==> config.mk <==
export PLATFORM = sky130hd
export DESIGN_NAME = burst_addr_gen
export DESIGN_NICKNAME = d
export VERILOG_FILES = /design/src/rtl/burst_pkg.sv /design/src/rtl/burst_ctl.sv /design/src/rtl/burst_cnt.sv /design/src/rtl/burst_seq.sv /design/src/rtl/burst_addr_gen.sv
export SDC_FILE = /design/constraint.sdc
export NUM_CORES = 1
export LEC_CHECK = 0
export BUFFER_PORTS_ARGS = -buffer_cell sky130_fd_sc_hd__buf_2
export CAP_MARGIN = 20
export CORE_MARGIN = 10
export CORE_UTILIZATION = 52
export CTS_BUF_LIST = sky130_fd_sc_hd__clkbuf_4 sky130_fd_sc_hd__clkbuf_8
export DETAILED_ROUTE_END_ITERATION = 10
export PLACE_DENSITY = 0.86
export SLEW_MARGIN = 10
export SYNTH_ARGS = -nofsm -noshare
export SYNTH_HDL_FRONTEND = slang
export SYNTH_SLANG_ARGS = --single-unit
==> constraint.sdc <==
create_clock -name clk_i -period 2.2 [get_ports clk_i]
set_input_delay 0 -clock clk_i [delete_from_list [all_inputs] [get_ports clk_i]]
set_output_delay 0 -clock clk_i [all_outputs]
set_load 0.1 [all_outputs]
==> src/rtl/burst_pkg.sv <==
package burst_pkg;
  typedef enum logic {
    ORD_LINEAR      = 1'b0,
    ORD_INTERLEAVED = 1'b1
  } order_e;
endpackage

==> src/rtl/burst_ctl.sv <==
module burst_ctl (
  input  logic strobe_proc_ni,
  input  logic strobe_ctrl_ni,
  input  logic sel_i,
  input  logic adv_ni,
  output logic load_o,
  output logic step_o
);
  logic any_strobe;
  assign any_strobe = ~strobe_proc_ni | ~strobe_ctrl_ni;
  assign load_o     = any_strobe & sel_i;
  // any strobe, selected or not, blocks stepping
  assign step_o     = ~adv_ni & ~any_strobe;
endmodule

==> src/rtl/burst_cnt.sv <==
module burst_cnt #(
  parameter int ADDR_W = 16,
  parameter int CNT_W  = 2
) (
  input  logic              clk_i,
  input  logic              rst_ni,
  input  logic              load_i,
  input  logic              step_i,
  input  logic [ADDR_W-1:0] addr_i,
  output logic [ADDR_W-1:0] base_o,
  output logic [CNT_W-1:0]  cnt_o
);
  always_ff @(posedge clk_i or negedge rst_ni) begin
    if (!rst_ni) begin
      base_o <= '0;
      cnt_o  <= '0;
    end else if (load_i) begin
      base_o <= addr_i;
      cnt_o  <= '0;
    end else if (step_i) begin
      cnt_o  <= cnt_o + 1'b1;
    end
  end

  assert_restart_R9: assert property (@(posedge clk_i) disable iff (!rst_ni)
    load_i |=> cnt_o == '0);
  assert_step_R4: assert property (@(posedge clk_i) disable iff (!rst_ni)
    (!load_i && step_i) |=> cnt_o == CNT_W'($past(cnt_o) + 1'b1));
  assert_hold_R5: assert property (@(posedge clk_i) disable iff (!rst_ni)
    (!load_i && !step_i) |=> ($stable(cnt_o) && $stable(base_o)));
endmodule

==> src/rtl/burst_seq.sv <==
module burst_seq #(
  parameter int CNT_W = 2
) (
  input  burst_pkg::order_e order_i,
  input  logic [CNT_W-1:0]  base_i,
  input  logic [CNT_W-1:0]  cnt_i,
  output logic [CNT_W-1:0]  lo_o
);
  always_comb begin
    unique case (order_i)
      burst_pkg::ORD_INTERLEAVED: lo_o = base_i ^ cnt_i;
      default:                    lo_o = base_i + cnt_i;
    endcase
  end
endmodule

==> src/rtl/burst_addr_gen.sv <==
module burst_addr_gen #(
  parameter int ADDR_W = 16
) (
  input  logic              clk_i,
  input  logic              rst_ni,
  input  logic              strobe_proc_ni,
  input  logic              strobe_ctrl_ni,
  input  logic              sel_i,
  input  logic              adv_ni,
  input  logic              mode_i,
  input  logic [ADDR_W-1:0] addr_i,
  output logic [ADDR_W-1:0] addr_o
);
  localparam int CNT_W = 2;

  logic              load, step;
  logic [ADDR_W-1:0] base;
  logic [CNT_W-1:0]  cnt, lo;
  burst_pkg::order_e order;

  assign order = burst_pkg::order_e'(mode_i);

  burst_ctl u_ctl (
    .strobe_proc_ni(strobe_proc_ni), .strobe_ctrl_ni(strobe_ctrl_ni),
    .sel_i(sel_i), .adv_ni(adv_ni), .load_o(load), .step_o(step)
  );

  burst_cnt #(.ADDR_W(ADDR_W), .CNT_W(CNT_W)) u_cnt (
    .clk_i(clk_i), .rst_ni(rst_ni), .load_i(load), .step_i(step),
    .addr_i(addr_i), .base_o(base), .cnt_o(cnt)
  );

  burst_seq #(.CNT_W(CNT_W)) u_seq (
    .order_i(order), .base_i(base[CNT_W-1:0]), .cnt_i(cnt), .lo_o(lo)
  );

  assign addr_o = {base[ADDR_W-1:CNT_W], lo};

  assert_load_R2: assert property (@(posedge clk_i) disable iff (!rst_ni)
    (sel_i && (!strobe_proc_ni || !strobe_ctrl_ni)) |=> addr_o == $past(addr_i));
  assert_unselected_R3: assert property (@(posedge clk_i) disable iff (!rst_ni)
    (!sel_i && (!strobe_proc_ni || !strobe_ctrl_ni) && $stable(mode_i)) |=> $stable(addr_o));
  assert_upper_R10: assert property (@(posedge clk_i) disable iff (!rst_ni)
    !(sel_i && (!strobe_proc_ni || !strobe_ctrl_ni)) |=> $stable(addr_o[ADDR_W-1:CNT_W]));
endmodule

==> results.json, run 1 <==
{
  "synth_commonest_cells": "dfrtp_1, buf_4, mux2_4, mux2_2",
  "vias_per_cell": 4.79,
  "holdCritPathClass": "in -> reg",
  "core-area_mm2": 0.00169,
  "pwr-share-comb_pct": 52.3,
  "fill_cells": 120,
  "hold_buffers": 17,
  "nets": 132,
  "startpoint_type": "flip-flop",
  "cts.path.max_buffers": 2,
  "ir_drop_mv": 0.600,
  "finClkSkew_ns": 0.00307,
  "antenna-diode-count": 0,
  "drt-total-wl_mm": 1.99,
  "slew_violations": 0,
  "drive_above_1_share_pct": 56.6,
  "rows": 15,
  "slowest_delay_ns": 0.44,
  "synth.distinct_cells": 16,
  "worstSkewPairLatency_ns": 0.28,
  "grt_pass1_vias": 718,
  "ant_nets": 0,
  "synth_warnings": 0,
  "worst_slew_pin_slew_ns": 0.674,
  "crit_slowest_cell": "buf_2",
  "h-tree-depth": 1,
  "async_flop_share_pct": 100,
  "synthFlopType": "dfrtp_1",
  "maxCapViolCount": 0,
  "via_count": 589,
  "cp_num_buf_inv": 1,
  "yosysMostFrequentCell": "dfrtp_1",
  "postCtsSetupRepairBufs": 0,
  "leakage_nw": 0.596,
  "place_congestion": 0.635,
  "finalCritPeriodShare_pct": 73.2,
  "seqPwrFrac_pct": 34.9,
  "track_usage_pct": 11.8,
  "cts_tree": "built",
  "dr.pass1.iters": 2,
  "setup_tns_ns": 0,
  "ios": 39,
  "cts_num_sinks": 18,
  "synth_top_area_share_pct": 49.8,
  "start_util_pct": 53.6,
  "cp.required_ns": 2.20,
  "crit_chain": "ha_1 -> nor2b_1 -> xnor2_2 -> buf_2",
  "setup_viol": 0,
  "holdWs_ns": 0.0922,
  "synth_edf_count": 0,
  "grt_pass1_wl_mm": 3.35,
  "dieArea_mm2": 0.00381,
  "drc": 0,
  "critPathTopFamily": "buffers and inverters",
  "synth_seq_cells": 18,
  "synth_largest_area_cell": "dfrtp_1",
  "drt_first_iter_violations": 7,
  "crit_type": "reg -> out",
  "p_int_mw": 0.591,
  "dp_hpwl_mm": 1.37,
  "synth_area_um2": 905,
  "power_density_mw_per_mm2": 998,
  "synth_top_cells_by_area": "dfrtp_1, mux2_4, buf_4",
  "avgSynthCellArea_um2": 14.4,
  "die_x_um": 61.7,
  "port_buffers": 38,
  "grt_max_degree": 19,
  "antenna_found_initial": 0,
  "die_h_um": 61.7,
  "max_slew_margin_pct": 55.0,
  "syn_inst": 63,
  "final_hold_viol_count": 0,
  "switchingPower_mw": 0.598,
  "rsz0062_at_grt": "false",
  "arrival_ns": 1.61,
  "max_freq_mhz": 621,
  "swShare_pct": 50.3,
  "run_status": "completed",
  "ys_seq_area_share_pct": 49.8,
  "crit_fanout": 5,
  "syn_nets": 87,
  "clkTransAtPathRegs_ns": 0.09,
  "area_growth_pct": 31.7,
  "pwr-share-clk_pct": 12.8,
  "clockRootBuffer": "clkbuf_4",
  "end_kind": "output port",
  "overflow": 0,
  "cts_buffers": 3,
  "fin_crit_ns": 1.61,
  "post_cts_resized": 0,
  "routedWlPerCell_um": 16.2
}
-- sequential cells by signal, summed over array words and instances (netlist names) --
name	cells
u_cnt.cnt_o	2
u_cnt.base_o	16
-- worst reg2reg max path, delay by kind of cell (launching register included) --
family	cells	cell delay, ns
simple gates	1	0.07
flops	1	0.41
compound gates	1	0.16
mux	1	0.10
-- layer usage --
layer / part of all wire, % / global-route usage (%) / up-vias
met3: 12 / 7.52 / 2
li1: - / - / 286
met1: 41 / 12.4 / 270
met5: 0 / 0 / -
met4: 0.50 / 1.91 / 0
met2: 47 / 19.6 / 31
-- logic make-up (layout without fill, tap and decap cells) --
kind of cell / Yosys count / in the layout / synth area share (%)
compound gates: 5 / 5 / 4.56
xor+xnor: 2 / 2 / 1.94
fa+ha+maj: 1 / 1 / 1.38
buf+inv: 15 / 58 / 13.8
flops: 18 / 18 / 49.8
mux: 17 / 17 / 25.2
simple gates: 5 / 5 / 3.32
-- per-stage QoR --
| stage | setup WS, ns | std cells | instance area, um^2 | utilization [%] | total power, mW |
|---|---|---|---|---|---|
| finish | 0.590 | 123 | 1190 | 70.5 | 1.19 |
| global placement | 0.915 | 103 | 998 | 59.1 | 1.01 |
| CTS | 0.569 | 123 | 1190 | 70.5 | 1.20 |
| detailed placement | 0.893 | 103 | 998 | 59.1 | 1.02 |
| global route | 0.471 | 123 | 1190 | 70.5 | 1.25 |
| floorplan | 0.578 | 63 | 912 | - | 0.990 |
-- layout by cell type (no fill, tap or decap), types with 2 or more instances in the layout --
cell           instances
buf_2                 38
dfrtp_1               18
dlygate4sd3_1         17
mux2_4                10
mux2_2                 6
clkbuf_4               3
a21oi_1                2
a31oi_1                2
-- power by group through the flow --
| stage | Combinational [mW] | Clock, mW | Sequential, mW |
|---|---|---|---|
| final | 0.621 | 0.152 | 0.415 |
| after global routing | 0.650 | 0.176 | 0.422 |
| after CTS | 0.626 | 0.159 | 0.415 |
| after detailed placement | 0.603 | 0 | 0.421 |
| after global placement | 0.598 | 0 | 0.416 |
| after floorplan | 0.576 | 0 | 0.414 |
-- layout make-up --
| cell class | instances | area (um^2) | area share, % |
|---|---|---|---|
| repair buffers | 55 | 360 | 30.3 |
| multi-input cells | 30 | 337 | 28.3 |
| well taps | 17 | 21.3 | 1.79 |
| flip-flops and latches | 18 | 450 | 37.8 |
| clock buffers | 3 | 22.5 | 1.89 |
-- final timing paths --
kind | end | depth (start not counted) | slack, ns | from
setup / recovery | addr_o[1] | 4 | 0.59 | u_cnt.cnt_o[0]$_DFFE_PN0P_
hold / removal | u_cnt.cnt_o[0]$_DFFE_PN0P_ | 3 | 0.09 | adv_ni
setup reg to reg | u_cnt.cnt_o[1]$_DFFE_PN0P_ | 3 | 1.35 | u_cnt.cnt_o[0]$_DFFE_PN0P_
hold reg to reg | u_cnt.base_o[12]$_DFFE_PN0P_ | 1 | 0.51 | u_cnt.base_o[12]$_DFFE_PN0P_
max in group asynchronous | u_cnt.base_o[8]$_DFFE_PN0P_ | 2 | 1.75 | rst_ni
min in group asynchronous | u_cnt.cnt_o[0]$_DFFE_PN0P_ | 2 | 0.17 | rst_ni
(Power assumes the default switching activity.)
==> run 2: changes to the inputs <==
--- a/config.mk
+++ b/config.mk
@@ -5,13 +5,14 @@
 export SDC_FILE = /design/constraint.sdc
 export NUM_CORES = 1
 export LEC_CHECK = 0
+export ABC_AREA = 1
 export BUFFER_PORTS_ARGS = -buffer_cell sky130_fd_sc_hd__buf_2
 export CAP_MARGIN = 20
 export CORE_MARGIN = 10
-export CORE_UTILIZATION = 52
+export CORE_UTILIZATION = 48
 export CTS_BUF_LIST = sky130_fd_sc_hd__clkbuf_4 sky130_fd_sc_hd__clkbuf_8
 export DETAILED_ROUTE_END_ITERATION = 10
-export PLACE_DENSITY = 0.86
+export PLACE_DENSITY = 0.8
 export SLEW_MARGIN = 10
 export SYNTH_ARGS = -nofsm -noshare
 export SYNTH_HDL_FRONTEND = slang
==> constraint.sdc (replaced) <==
create_clock -name clk_i -period 1.6 [get_ports clk_i]
set_input_delay 0 -clock clk_i [delete_from_list [all_inputs] [get_ports clk_i]]
set_output_delay 0 -clock clk_i [all_outputs]
set_load 0.1 [all_outputs]
==> results.json, run 2 <==
{
  "mostFrequentLayoutCell": "nand2_1",
  "rr_startpoint": "u_cnt.cnt_o[0]$_DFFE_PN0P_",
  "rows": 15,
  "worstSkewPairLatency_ns": 0.29,
  "clkTransAtPathRegs_ns": 0.10,
  "synthFlopType": "dfrtp_1",
  "min-delay-start": "strobe_ctrl_ni",
  "antenna-diode-count": 0,
  "crit_fanout": 4,
  "die_h_um": 64.0,
  "synth_top_cells_by_area": "dfrtp_1, nand2_1, buf_4",
  "holdCritPathClass": "in -> reg",
  "max_slew_margin_pct": 66.6,
  "rr_worst_depth": 5,
  "async_flop_share_pct": 100,
  "cts_num_sinks": 18,
  "ir_drop_mv": 0.687,
  "port_buffers": 38,
  "arrival_ns": 1.47,
  "drc": 0,
  "cp.required_ns": 1.60,
  "antenna_found_initial": 0,
  "cts_buffers": 3,
  "overflow": 0,
  "regArea_um2": 450,
  "hold-path-cell-count": 4,
  "synth_seq_cells": 18,
  "cts_tree": "built",
  "postCtsSetupRepairBufs": 0,
  "holdWs_ns": 0.0832,
  "syn_nets": 137,
  "final_cell_mix": "nand2_1, buf_2, nand3_1, dlygate4sd3_1, dfrtp_1",
  "fill_cells": 159,
  "synth.distinct_cells": 10,
  "start_util_pct": 52.1,
  "place_congestion": 0.784,
  "synth_largest_area_cell": "dfrtp_1",
  "via_count": 808,
  "ant_nets": 0,
  "dp_hpwl_mm": 1.59,
  "ys_seq_area_share_pct": 48.5,
  "dr.pass1.iters": 3,
  "ios": 39,
  "setup_viol": 0,
  "dpl_worst_slack_ns": 0.351,
  "finClkSkew_ns": 0.00744,
  "crit_type": "reg -> out",
  "nets": 179,
  "multiInputGateArea_um2": 310,
  "grt_pass1_wl_mm": 3.76,
  "biggestRegsByFlops": "u_cnt.base_o: 16 flops, u_cnt.cnt_o: 2 flops",
  "die_x_um": 64.0,
  "core-area_mm2": 0.00178,
  "largest-register": "u_cnt.base_o",
  "finalPower_mw": 1.41,
  "synth_edf_count": 0,
  "syn_inst": 113,
  "synth_area_um2": 928,
  "worst_slew_pin_slew_ns": 0.505,
  "fin_crit_ns": 1.47,
  "drt_first_iter_violations": 15,
  "end_kind": "output port",
  "startpoint_type": "flip-flop",
  "yosysMostFrequentCell": "nand2_1",
  "synth_commonest_cells": "nand2_1, nand3_1, dfrtp_1, buf_4, inv_1",
  "holdPathEnd": "u_cnt.cnt_o[0]$_DFFE_PN0P_",
  "avgSynthCellArea_um2": 8.22,
  "cts.path.max_buffers": 2,
  "largest_reg_flops": 16,
  "slew_violations": 0,
  "setup_ws_ns": 0.125,
  "leakage_nw": 0.713,
  "setup_tns_ns": 0,
  "track_usage_pct": 11.2,
  "final_hold_viol_count": 0,
  "grt_pass1_vias": 843,
  "r2r_slack_ns": 0.79,
  "rsz0062_at_grt": "false",
  "clockRootBuffer": "clkbuf_4",
  "finalCritPeriodShare_pct": 92.2,
  "synth_top_area_share_pct": 48.5,
  "max_freq_mhz": 678,
  "drive_above_1_share_pct": 28.6,
  "rr_endpoint": "u_cnt.cnt_o[1]$_DFFE_PN0P_",
  "routedWlPerCell_um": 12.6,
  "grt_max_degree": 21,
  "vias_per_cell": 4.51,
  "power_density_mw_per_mm2": 1150,
  "h-tree-depth": 1,
  "dieArea_mm2": 0.00409,
  "run_status": "completed",
  "synth_warnings": 0,
  "area_growth_pct": 32.2,
  "maxCapViolCount": 0,
  "drt-total-wl_mm": 2.26
}
==> run 2: cell types whose count changed in the layout (fill, tap and decap cells not counted), moves of 6 or more <==
cell | previous run | this run
mux2_2 | 6 | 0
nand2_1 | 1 | 43
mux2_4 | 10 | 0
inv_1 | 0 | 7
nand3_1 | 0 | 22
==> run 2: final cells by class <==
| type | count | area share [%] |
|---|---|---|
| Multi-Input combinational cell | 69 | 25.3 |
| Tap cell | 25 | 2.55 |
| Sequential cell | 18 | 36.7 |
| Timing Repair Buffer | 56 | 30.4 |
| Clock buffer | 4 | 2.96 |
| Inverter | 7 | 2.14 |
==> run 2: worst max path at each step <==
| stage | startpoint | end | slack (ns) | cells after the start |
|---|---|---|---|---|
| after floorplan | u_cnt.cnt_o[0]$_DFFE_PN0P_ | addr_o[1] | 0.26 | 6 |
| after global placement | u_cnt.cnt_o[0]$_DFFE_PN0P_ | addr_o[1] | 0.39 | 7 |
| after detailed placement | u_cnt.cnt_o[0]$_DFFE_PN0P_ | addr_o[1] | 0.35 | 7 |
| after CTS | u_cnt.cnt_o[0]$_DFFE_PN0P_ | addr_o[1] | 0.02 | 7 |
| after global routing | u_cnt.cnt_o[0]$_DFFE_PN0P_ | addr_o[1] | 0.02 | 7 |
| final | u_cnt.cnt_o[0]$_DFFE_PN0P_ | addr_o[1] | 0.13 | 7 |
==> run 2: through the flow <==
stage / cell area [um^2] / util, % / instances
after floorplan: 928 / - / 113
after CTS: 1220 / 68.7 / 179
final: 1230 / 68.8 / 179
after detailed placement: 1010 / 56.6 / 157
after global placement: 1010 / 56.6 / 157
after global routing: 1230 / 68.8 / 179
==> run 2: where the power goes <==
| group | switching, mW | leakage, nW | internal [mW] | total [mW] |
|---|---|---|---|---|
| Sequential | 0.0276 | 0.224 | 0.505 | 0.532 |
| Clock | 0.136 | 0.0210 | 0.138 | 0.274 |
| Combinational | 0.488 | 0.468 | 0.118 | 0.606 |
| Total | 0.651 | 0.713 | 0.761 | 1.41 |
==> run 2: kinds of logic after synthesis <==
group	share of synthesized area [%]
buffers and inverters	18.1
AND/OR/NAND/NOR	32.1
adder cells (fa/ha/maj)	1.35
flip-flops	48.5
==> run 2: worst max-delay path: stages, from the launching register on <==
cell and delay (ns):
dfrtp_1 0.42, ha_1 0.19, nand2_1 0.08, inv_1 0.04, nand2_1 0.05, nand2_1 0.05, inv_1 0.05, clkbuf_4 0.32
==> run 2: timing repair <==
item,4_1_cts,5_1_grt
endpoints found under the hold margin,35,0
hold buffers,18,0
setup endpoints to repair,0,1
gates resized for setup,0,1
==> run 2: metal layers <==
metal | track usage (%) | up-vias | share of wire (%)
met3 | 2.61 | 4 | 3.9
met4 | 6.01 | 0 | 2.2
li1 | - | 419 | -
met2 | 20.3 | 19 | 53
met1 | 11.7 | 366 | 40
met5 | 0 | - | 0
